### src/rtl/irq_pkg.sv
package irq_pkg;
  localparam int unsigned IRQ_SRC = 7;
  localparam int unsigned IRQ_DW  = IRQ_SRC + 1;

  localparam int unsigned SRC_CA2   = 0;
  localparam int unsigned SRC_CA1   = 1;
  localparam int unsigned SRC_SHIFT = 2;
  localparam int unsigned SRC_CB2   = 3;
  localparam int unsigned SRC_CB1   = 4;
  localparam int unsigned SRC_T2    = 5;
  localparam int unsigned SRC_T1    = 6;

  typedef logic [IRQ_SRC-1:0] src_vec_t;

  // true when any pending flag has its enable set
  function automatic logic any_active(src_vec_t flags, src_vec_t enables);
    return |(flags & enables);
  endfunction

  // bit-7 steered set/clear of selected enable bits
  function automatic src_vec_t steer_enable(src_vec_t cur, src_vec_t sel, logic set_mode);
    return set_mode ? (cur | sel) : (cur & ~sel);
  endfunction

  // side-effect clear mask from port register accesses
  function automatic src_vec_t port_clear_mask(logic a_clr, logic b_clr,
                                               logic ca2_ind, logic cb2_ind);
    src_vec_t m;
    m = '0;
    m[SRC_CA1] = a_clr;
    m[SRC_CA2] = a_clr & ~ca2_ind;
    m[SRC_CB1] = b_clr;
    m[SRC_CB2] = b_clr & ~cb2_ind;
    return m;
  endfunction
endpackage

### src/rtl/irq_bus_decode.sv
module irq_bus_decode #(
  parameter int unsigned ADDR_W = 4,
  parameter logic [ADDR_W-1:0] FLAG_ADDR = 13,
  parameter logic [ADDR_W-1:0] EN_ADDR   = 14
) (
  input  logic              cs,
  input  logic              rw,
  input  logic [ADDR_W-1:0] rs,
  output logic              flag_wr,
  output logic              en_wr,
  output logic              flag_rd,
  output logic              en_rd
);
  logic hit_flag, hit_en, do_wr, do_rd;

  always_comb begin
    hit_flag = (rs == FLAG_ADDR);
    hit_en   = (rs == EN_ADDR);
    do_wr    = cs & ~rw;
    do_rd    = cs & rw;
    flag_wr  = do_wr & hit_flag;
    en_wr    = do_wr & hit_en;
    flag_rd  = do_rd & hit_flag;
    en_rd    = do_rd & hit_en;
  end
endmodule

### src/rtl/irq_flag_bank.sv
module irq_flag_bank
  import irq_pkg::*;
(
  input  logic     clk,
  input  logic     rst_n,
  input  src_vec_t set_stb,
  input  logic     flag_wr,
  input  src_vec_t wr_mask,
  input  src_vec_t port_clr,
  output src_vec_t flag_q
);
  src_vec_t clr_all;
  src_vec_t flag_d;

  always_comb begin
    clr_all = port_clr | (flag_wr ? wr_mask : '0);
    // set after clear: a strobe in the same cycle survives
    flag_d  = (flag_q & ~clr_all) | set_stb;
  end

  always_ff @(posedge clk or negedge rst_n) begin
    if (!rst_n) flag_q <= '0;
    else        flag_q <= flag_d;
  end

  for (genvar i = 0; i < IRQ_SRC; i++) begin : g_chk

    set_to_flag_chk: assert property (@(posedge clk) disable iff (!rst_n)
      set_stb[i] |=> flag_q[i]);

    no_spurious_flag_chk: assert property (@(posedge clk) disable iff (!rst_n)
      (!flag_q[i] && !set_stb[i]) |=> !flag_q[i]);

    wr_clear_chk: assert property (@(posedge clk) disable iff (!rst_n)
      (flag_wr && wr_mask[i] && !set_stb[i]) |=> !flag_q[i]);
  end
endmodule

### src/rtl/irq_enable_reg.sv
module irq_enable_reg
  import irq_pkg::*;
(
  input  logic     clk,
  input  logic     rst_n,
  input  logic     en_wr,
  input  logic     set_mode,
  input  src_vec_t sel,
  output src_vec_t en_q
);
  always_ff @(posedge clk or negedge rst_n) begin
    if (!rst_n)     en_q <= '0;
    else if (en_wr) en_q <= steer_enable(en_q, sel, set_mode);
  end

  for (genvar i = 0; i < IRQ_SRC; i++) begin : g_chk

    en_set_chk: assert property (@(posedge clk) disable iff (!rst_n)
      (en_wr && set_mode && sel[i]) |=> en_q[i]);

    en_clr_chk: assert property (@(posedge clk) disable iff (!rst_n)
      (en_wr && !set_mode && sel[i]) |=> !en_q[i]);

    en_hold_chk: assert property (@(posedge clk) disable iff (!rst_n)
      !(en_wr && sel[i]) |=> $stable(en_q[i]));
  end
endmodule

### src/rtl/irq_read_path.sv
module irq_read_path
  import irq_pkg::*;
(
  input  logic              flag_rd,
  input  logic              en_rd,
  input  src_vec_t          flags,
  input  src_vec_t          enables,
  output logic [IRQ_DW-1:0] rdata,
  output logic              irq_n
);
  logic summary;

  always_comb begin
    summary = any_active(flags, enables);
    irq_n   = ~summary;
    if (flag_rd)    rdata = {summary, flags};
    else if (en_rd) rdata = {1'b1, enables};
    else            rdata = '0;
  end
endmodule

### src/rtl/irq_flag_enable_unit.sv
module irq_flag_enable_unit
  import irq_pkg::*;
#(
  parameter int unsigned ADDR_W = 4,
  parameter logic [ADDR_W-1:0] FLAG_ADDR = 13,
  parameter logic [ADDR_W-1:0] EN_ADDR   = 14
) (
  input  logic              clk,
  input  logic              rst_n,
  input  logic              cs,
  input  logic              rw,
  input  logic [ADDR_W-1:0] rs,
  input  logic [IRQ_DW-1:0] wdata,
  output logic [IRQ_DW-1:0] rdata,
  input  logic [IRQ_SRC-1:0] set_stb,
  input  logic              port_a_clr,
  input  logic              port_b_clr,
  input  logic              ca2_indep,
  input  logic              cb2_indep,
  output logic              irq_n
);
  localparam int unsigned STEER_BIT = IRQ_DW - 1;

  logic     flag_wr, en_wr, flag_rd, en_rd;
  src_vec_t flags, enables, port_clr, data_sel;

  assign data_sel = wdata[IRQ_SRC-1:0];
  assign port_clr = port_clear_mask(port_a_clr, port_b_clr, ca2_indep, cb2_indep);

  irq_bus_decode #(.ADDR_W(ADDR_W), .FLAG_ADDR(FLAG_ADDR), .EN_ADDR(EN_ADDR)) u_dec (
    .cs(cs), .rw(rw), .rs(rs),
    .flag_wr(flag_wr), .en_wr(en_wr), .flag_rd(flag_rd), .en_rd(en_rd)
  );

  irq_flag_bank u_flags (
    .clk(clk), .rst_n(rst_n), .set_stb(set_stb), .flag_wr(flag_wr),
    .wr_mask(data_sel), .port_clr(port_clr), .flag_q(flags)
  );

  irq_enable_reg u_en (
    .clk(clk), .rst_n(rst_n), .en_wr(en_wr), .set_mode(wdata[STEER_BIT]),
    .sel(data_sel), .en_q(enables)
  );

  irq_read_path u_rd (
    .flag_rd(flag_rd), .en_rd(en_rd), .flags(flags), .enables(enables),
    .rdata(rdata), .irq_n(irq_n)
  );


  summary_vs_pin_chk: assert property (@(posedge clk) disable iff (!rst_n)
    (cs && rw && rs == FLAG_ADDR) |-> (rdata[STEER_BIT] == !irq_n));

  en_read_top_chk: assert property (@(posedge clk) disable iff (!rst_n)
    (cs && rw && rs == EN_ADDR) |-> rdata[STEER_BIT]);

  idle_read_zero_chk: assert property (@(posedge clk) disable iff (!rst_n)
    !(cs && rw) |-> (rdata == '0));

  ca2_indep_keep_chk: assert property (@(posedge clk) disable iff (!rst_n)
    (port_a_clr && ca2_indep && flags[SRC_CA2] && !(flag_wr && wdata[SRC_CA2]))
      |=> flags[SRC_CA2]);

  cb2_indep_keep_chk: assert property (@(posedge clk) disable iff (!rst_n)
    (port_b_clr && cb2_indep && flags[SRC_CB2] && !(flag_wr && wdata[SRC_CB2]))
      |=> flags[SRC_CB2]);

  ca1_port_clr_chk: assert property (@(posedge clk) disable iff (!rst_n)
    (port_a_clr && !set_stb[SRC_CA1]) |=> !flags[SRC_CA1]);
endmodule

### config.mk
export PLATFORM = sky130hd
export DESIGN_NAME = irq_flag_enable_unit
export DESIGN_NICKNAME = d
export VERILOG_FILES = /design/src/rtl/irq_pkg.sv /design/src/rtl/irq_bus_decode.sv /design/src/rtl/irq_flag_bank.sv /design/src/rtl/irq_enable_reg.sv /design/src/rtl/irq_read_path.sv /design/src/rtl/irq_flag_enable_unit.sv
export SDC_FILE = /design/constraint.sdc
export NUM_CORES = 1
export LEC_CHECK = 0
export BUFFER_PORTS_ARGS = -buffer_cell sky130_fd_sc_hd__buf_2
export CAP_MARGIN = 20
export CELL_PAD_IN_SITES_DETAIL_PLACEMENT = 0
export CELL_PAD_IN_SITES_GLOBAL_PLACEMENT = 1
export CORE_UTILIZATION = 30
export CTS_CLUSTER_DIAMETER = 150
export DETAILED_ROUTE_END_ITERATION = 10
export MAX_ROUTING_LAYER = met4
export PLACE_DENSITY_LB_ADDON = 0.1
export SETUP_SLACK_MARGIN = 0.5
export SKIP_LAST_GASP = 1
export SLEW_MARGIN = 0
export SYNTH_ARGS = -nofsm -noshare
export SYNTH_HDL_FRONTEND = slang
export SYNTH_SLANG_ARGS = --single-unit
### constraint.sdc
create_clock -name clk -period 1 [get_ports clk]
set_input_delay 0.05 -clock clk [delete_from_list [all_inputs] [get_ports clk]]
set_output_delay 0.05 -clock clk [all_outputs]
set_load 0.005 [all_outputs]
# Yosys cells after proc, flatten, opt, wreduce, memory -nomap -nowiden
# Cells that the tools add are included.
# classes
bitwise_logic	20
addsub	0
n_reduce_logical	1
n_mux	4
n_eq_ne	2
mul	0
order_cmp	0
div_mod_pow	0
shift	0
# op_table
op	n
$and 7x7->7	3
$mux 8	2
$mux 7	2
$not 7->7	2
$or 7x7->7	2
$and 1x1->1	8
$eq 4x4->1 const B	2
$or 5x7->7	1
$reduce_or 7->1	1
$not 1->1	4
# word_totals
n_memories	0
ramBits	0
romBits	0
output_inout_bits	9
reg_bits	14
latch_bits	0
word_cells	29

# Longest topological paths before layout
# Gate-level depths: netlist (run 1).
# depth
depth_word	8
depth_mapped	5
depth_no_buf	3

# Hierarchy
# From an unflattened synthesis (run 1), not the netlist that was laid out.
# hier_totals
cells_unflattened	79
area_unflattened_um2	770.7
# by_module_without_submodules
module	area_each_um2	cells_per_inst	n_inst
irq_flag_bank	289.0	28	1
irq_enable_reg	280.3	21	1
irq_read_path	127.6	19	1
irq_bus_decode	42.5	8	1
irq_flag_enable_unit	31.3	3	1

# Worst setup path after synthesis (run 1)
# OpenSTA, ideal clock, no wires.
# synth_path
path_kind	register to output
start	reg u_flags.flag_q[3]
end	out rdata[7]
t_required_ps	950
path_buffers	0
path_slack_ps	-45
stages_incl_launch_ff	4
arrival_ps	995
path_cell_list	dfrtp_1 a222oi_1 nand3_1 a21o_1
# synth_via
elab_chain_cells	3
# synth_lines
element	line	rtl
start, declared	irq_flag_bank.sv:10	output src_vec_t flag_q
start signal, assigned	irq_flag_bank.sv:23	else flag_q <= flag_d;
$and 7x7->7	irq_pkg.sv:17	return |(flags & enables);
$reduce_or 7->1	irq_pkg.sv:17	
$mux 8	irq_read_path.sv:16	if (flag_rd) rdata = {summary, flags};
end, declared	irq_flag_enable_unit.sv:14	output logic [IRQ_DW-1:0] rdata,
# No other way between the ends.

# Worst setup path in the final report (run 1)
# Same ends and word-level chain as after synthesis.

==> flow_summary_export.csv, run 1 <==
group,metric,value,unit
run_status,run_status,"finished, violations left",
run_status,failed_checks,"hold timing, setup timing",
placed_design,pre_cts_ws,-0.2434,ns
global_route,grt_max_degree,15,
placed_design,dpl-instance-area,1164,um^2
worst_setup_path,cp_max_fo,2,
power,irDropWorstVdd,0.6092,mV
clock_network,cts_buffers,3,
global_route,grt_usage,18.45,%
placed_design,dp_cells,147,
placed_design,place.detailed.hpwl,1577,um
final_layout,area_growth,72.03,%
route,drc,0,
timing,fmax,654.3,MHz
clock_network,clock-sinks,14,
global_route,grt-ovfl-total,0,
route,vias_per_cell,4.932,
clock_network,clockBufferDepth,2,
synthesis,ys_seq_area_share,43.75,%
timing,rsz0062_at_grt,"true",
synthesis,synth.ff_latch_count,14,
floorplan,ioPinCount,36,
synthesis,synthTopCellsByArea,"dfrtp_1 44%, a22o_1 7.7%, nand3_1 6.3%",
worst_setup_path,slowest_stage,"dfrtp_1",
worst_setup_path,critPathArrivalTime,1.48,ns
synthesis,yosys_warnings,0,
synthesis,synth_top_area_share,43.75,%
floorplan,core.rowCount,18,
worst_setup_path,crit_path_start_kind,"flop",
global_route,grt_pass1_wl,3512,um
final_layout,layout.nets,159,
timing,finalCriticalPeriod,1.528,ns
synthesis,syn_nets,98,
synthesis,syn_area,800.8,um^2
floorplan,die_area,2880,um^2
synthesis,avgSynthCellArea,11.28,um^2
synthesis,postSynthCellCount,71,
timing,finalCritPeriodShare,152.8,%
worst_setup_path,crit_type,"reg2out",
floorplan,die_h,53.67,um
clock_network,htreeDepth,1,
route,vias,794,
worst_hold_path,hold_path_class,"in2reg",
timing,slew_violations,0,
clock_network,root_buffer,"clkbuf_4",
synthesis,ys_types,21,
placed_design,io_buffers,35,
synthesis,synthArstFlopShare,100.0,%
worst_setup_path,max_stage_delay,0.41,ns
timing,setup_slack,-0.5285,ns
floorplan,coreArea,2500,um^2
synthesis,synthFlopType,"dfrtp_1",
route,ant_nets,0,
power,p_leak,0.6696,nW
route,dr.pass1.iters,4,
placed_design,finalWeightedCongestion,0.7380,
timing,hold_viol_final,7,
timing,finClkSkew,0,ns
synthesis,post-synth-top-count-cell,"dfrtp_1",
route,drtIter0Drc,5,
floorplan,start_util,32.03,%
clock_network,path_clk_slew,0.09,ns
clock_network,cts_tree,"built",
timing,max-slew-margin-rel,74.06,%
power,p_per_area,1099,nW/um^2
synthesis,yosys-top-cells-count,"14 x dfrtp_1, 10 x nand3_1, 7 x a22o_1",
worst_setup_path,crit_path_end_kind,"primary output",
worst_setup_path,crit_chain,"a222oi_1 -> nand3_1 -> a21o_1 -> buf_2",
floorplan,fp.dieW,53.67,um
timing,timing.hold.ws,-0.05700,ns
final_layout,fin_area,1378,um^2
global_route,antenna_found_initial,0,
timing,final-setup-viol-count,11,
flow_run,drv_cap,0,
route,routedWlPerCell,14.35,um
route,wl,2311,um
synthesis,yosysTopAreaCell,"dfrtp_1",
clock_network,holdBufCountCts,1,
clock_network,worst_skew_pair.late_latency,0.28,ns
final_layout,instances_no_fill,161,
final_layout,num_antenna_cells,0,
worst_setup_path,required,0.95,ns
final_layout,drive_gt1_share,70.99,%
timing,worst_pin_slew,0.3873,ns
global_route,grt_pass1_vias,767,
synthesis,synth_edf_count,0,
critical path, delay by kind of cell, from the launching register on:
family	cells	cell delay, ns
AOI/OAI and AO/OA	2	0.53
and+or+nand+nor	1	0.14
DFF	1	0.41
buffers and inverters	1	0.12
per-stage QoR:
| step | power [mW] | utilization [%] | TNS [ns] |
|---|---|---|---|
| floorplan | 0.7998 | - | -0.04696 |
| global placement | 0.9863 | 46.55 | -2.245 |
| detailed placement | 0.9937 | 46.55 | -2.471 |
| CTS | 1.506 | 52.35 | -2.906 |
| global route | 1.605 | 55.11 | -3.459 |
| finish | 1.514 | 55.11 | -2.811 |
placed cells by master (no fill, tap or decap), drive strengths merged:
cell / Yosys / layout
clkbuf: 0 / 6
o21ai: 2 / 2
inv: 3 / 3
a31o: 2 / 2
nand3: 13 / 13
mux2: 7 / 7
nand4: 1 / 1
a21o: 4 / 4
o21bai: 2 / 2
nor2b: 4 / 4
dfrtp: 14 / 14
a22oi: 2 / 2
dlygate4sd3: 0 / 1
a222oi: 1 / 1
buf: 6 / 59
and3: 2 / 2
a22o: 7 / 7
and4b: 1 / 1
layer usage:
layer  wire length [um]  part of all wire (%)  track usage (%)  up-vias
li1                   -                     -                -      387
met1               1112                    48            23.45      385
met2               1101                    48            28.40       20
met3                 77                   3.3            3.390        2
met4                 19                  0.82            7.895        0
met5                  0                     0                -        -
power breakdown:
group	internal, mW	total [mW]	switching [mW]
clock	0.221	0.410	0.188
combinational	0.293	0.455	0.163
sequential	0.615	0.649	0.0335
path summary, 6_finish.rpt:
kind | start | end | slack (ns) | depth (start not counted)
max | u_flags.flag_q[3] | rdata[7] | -0.53 | 4
min | set_stb[6] | u_flags.flag_q[6] | -0.06 | 2
max reg2reg | flop | flop | -0.17 | 5
min reg2reg | u_flags.flag_q[2] | u_flags.flag_q[2] | 0.59 | 2
max in group asynchronous | rst_n | u_flags.flag_q[1] | 0.65 | 2
min in group asynchronous | rst_n | asynchronous set/reset pin | 0.17 | 2
cell type report:
| class | instances | area [um^2] |
|---|---|---|
| inverters | 3 | 11.26 |
| well taps | 30 | 37.54 |
| repair buffers | 62 | 479.2 |
| flip-flops and latches | 14 | 350.3 |
| multi-input cells | 48 | 462.9 |
| fillers | 230 | 1122 |
| clock buffers | 4 | 36.28 |
what timing repair did:
action / 4_1_cts / 5_1_grt
endpoints found under the hold margin: 21 / 7
setup endpoints to repair: 23 / 37
setup buffers: 6 / 2
cloned: 0 / 1
pin swaps: 4 / 2
gates resized for setup: 16 / 9
kinds of logic (layout without fill, tap and decap cells):
group	after synthesis	count (layout)	synth area share, %
AOI/OAI and AO/OA	20	20	19.84
and+or+nand+nor	21	21	17.03
DFF	14	14	43.75
buffers and inverters	9	69	8.125
muxes	7	7	11.25
(Power assumes the default switching activity.)
==> inputs of run 2 (changes only) <==
--- a/config.mk
+++ b/config.mk
@@ -13,10 +13,10 @@
 export CTS_CLUSTER_DIAMETER = 150
 export DETAILED_ROUTE_END_ITERATION = 10
 export MAX_ROUTING_LAYER = met4
-export PLACE_DENSITY_LB_ADDON = 0.1
+export PLACE_DENSITY = 0.76
 export SETUP_SLACK_MARGIN = 0.5
 export SKIP_LAST_GASP = 1
-export SLEW_MARGIN = 0
+export SLEW_MARGIN = 10
 export SYNTH_ARGS = -nofsm -noshare
 export SYNTH_HDL_FRONTEND = slang
 export SYNTH_SLANG_ARGS = --single-unit
==> flow_summary_export.csv, run 2 (synthesized netlist as in run 1, its figures left out) <==
group,metric,value,unit
run_status,run_status,"finished, violations left",
run_status,failed_checks,"hold timing, setup timing",
worst_setup_path,critPathArrivalTime,1.53,ns
final_layout,layout.nets,158,
timing,slew_violations,0,
power,p_per_area,1076,nW/um^2
route,vias,786,
final_layout,n_fill_cell,235,
floorplan,fp.dieW,53.67,um
final_layout,seq_area,350.3,um^2
timing,finalCritPeriodShare,157.9,%
final_layout,fin_util,53.05,%
clock_network,clock-sinks,14,
final_layout,num_antenna_cells,0,
placed_design,finalWeightedCongestion,0.8283,
placed_design,io_buffers,35,
final_layout,drive_gt1_share,68.22,%
placed_design,dpl-instance-area,1179,um^2
route,wl,2298,um
clock_network,holdBufCountCts,1,
route,drc,0,
global_route,grt_usage,16.71,%
global_route,grt_max_degree,15,
timing,max-slew-margin-rel,74.37,%
timing,timing.hold.ws,-0.06404,ns
route,dr.pass1.iters,4,
clock_network,cts_tree,"built",
timing,setup_slack,-0.5786,ns
final_layout,instances_no_fill,159,
final_layout,fin_area,1326,um^2
route,ant_nets,0,
worst_setup_path,crit_path_start_kind,"flop",
timing,final-setup-viol-count,10,
final_layout,multi_input_area,459.2,um^2
floorplan,die_area,2880,um^2
clock_network,cts_buffers,3,
power,irDropWorstVdd,0.4957,mV
power,total_power,1.428,mW
floorplan,core.rowCount,18,
route,drtIter0Drc,16,
placed_design,place.detailed.hpwl,1600,um
floorplan,ioPinCount,36,
final_layout,final_cell_mix,"35 x buf_2, 16 x buf_6, 14 x dfrtp_1",
route,routedWlPerCell,14.45,um
worst_setup_path,crit_type,"reg2out",
worst_setup_path,required,0.95,ns
floorplan,coreArea,2500,um^2
clock_network,htreeDepth,1,
worst_hold_path,hold_path_class,"in2reg",
flow_run,drv_cap,0,
global_route,antenna_found_initial,0,
floorplan,start_util,32.03,%
clock_network,clockBufferDepth,2,
floorplan,die_h,53.67,um
timing,fmax,633.5,MHz
worst_setup_path,crit_path_end_kind,"primary output",
timing,tns,-2.524,ns
final_layout,final_common_cell,"buf_2",
timing,hold_viol_final,7,
global_route,grt-ovfl-total,0,
clock_network,root_buffer,"clkbuf_4",
timing,rsz0062_at_grt,"true",
placed_design,pre_cts_ws,-0.2238,ns
timing,finalCriticalPeriod,1.579,ns
placed_design,dp_cells,149,
timing,worst_pin_slew,0.3827,ns
timing,finClkSkew,0,ns
global_route,grt_pass1_vias,725,
global_route,grt_pass1_wl,3270,um
power,p_leak,0.6532,nW
clock_network,path_clk_slew,0.09,ns
worst_setup_path,cp_max_fo,2,
final_layout,area_growth,65.62,%
route,vias_per_cell,4.943,
clock_network,worst_skew_pair.late_latency,0.28,ns
-- run 2: cell count changes in the layout (fill, tap and decap cells not counted), sizes merged --
cell,change
clkbuf,-3
buf,+1
-- run 2: layer usage --
metal  routed length, um  GRT usage, %  vias up
met2                1125         27.57       27
met3                  86         1.977        2
met1                1068         21.11      374
met4                  17         5.263        0
met5                   0             -        -
li1                    -             -      383
-- run 2: worst max-delay path, stage by stage, from the launching register on --
cell,delay [ns]
dfrtp_1,0.41
a222oi_1,0.38
nand3_1,0.16
a21o_1,0.17
buf_2,0.12
-- run 2: repair_timing --
action	CTS	global route
resized for setup	14	6
hold endpoints to repair	21	7
setup buffers	2	4
pin swaps	6	3
endpoints found under the setup margin	23	23
-- run 2: report_power, final --
group / internal, mW / leakage (nW) / switching [mW] / total (mW)
registers: 0.615 / 0.161 / 0.0391 / 0.654
clock network: 0.140 / 0.0138 / 0.191 / 0.331
logic: 0.281 / 0.478 / 0.161 / 0.442
-- run 2: final cells by class --
type                       count  share of cell area, %
timing repair buffer          61                  33.58
inverter                       3                 0.8491
tap                           30                  2.830
clock buffer                   3                  1.698
multi-input combinational     48                  34.62
sequential                    14                  26.42
-- run 2: path summary, 6_finish.rpt --
path,to,startpoint,cells after the start,slack [ns]
min in group asynchronous,asynchronous set/reset pin,rst_n,2,0.19
hold / removal,u_flags.flag_q[2],set_stb[2],2,-0.06
setup reg to reg,flop,flop,4,-0.10
hold reg to reg,u_flags.flag_q[5],u_flags.flag_q[5],2,0.60
setup / recovery,rdata[7],flop,4,-0.58
max in group asynchronous,asynchronous set/reset pin,rst_n,2,0.56
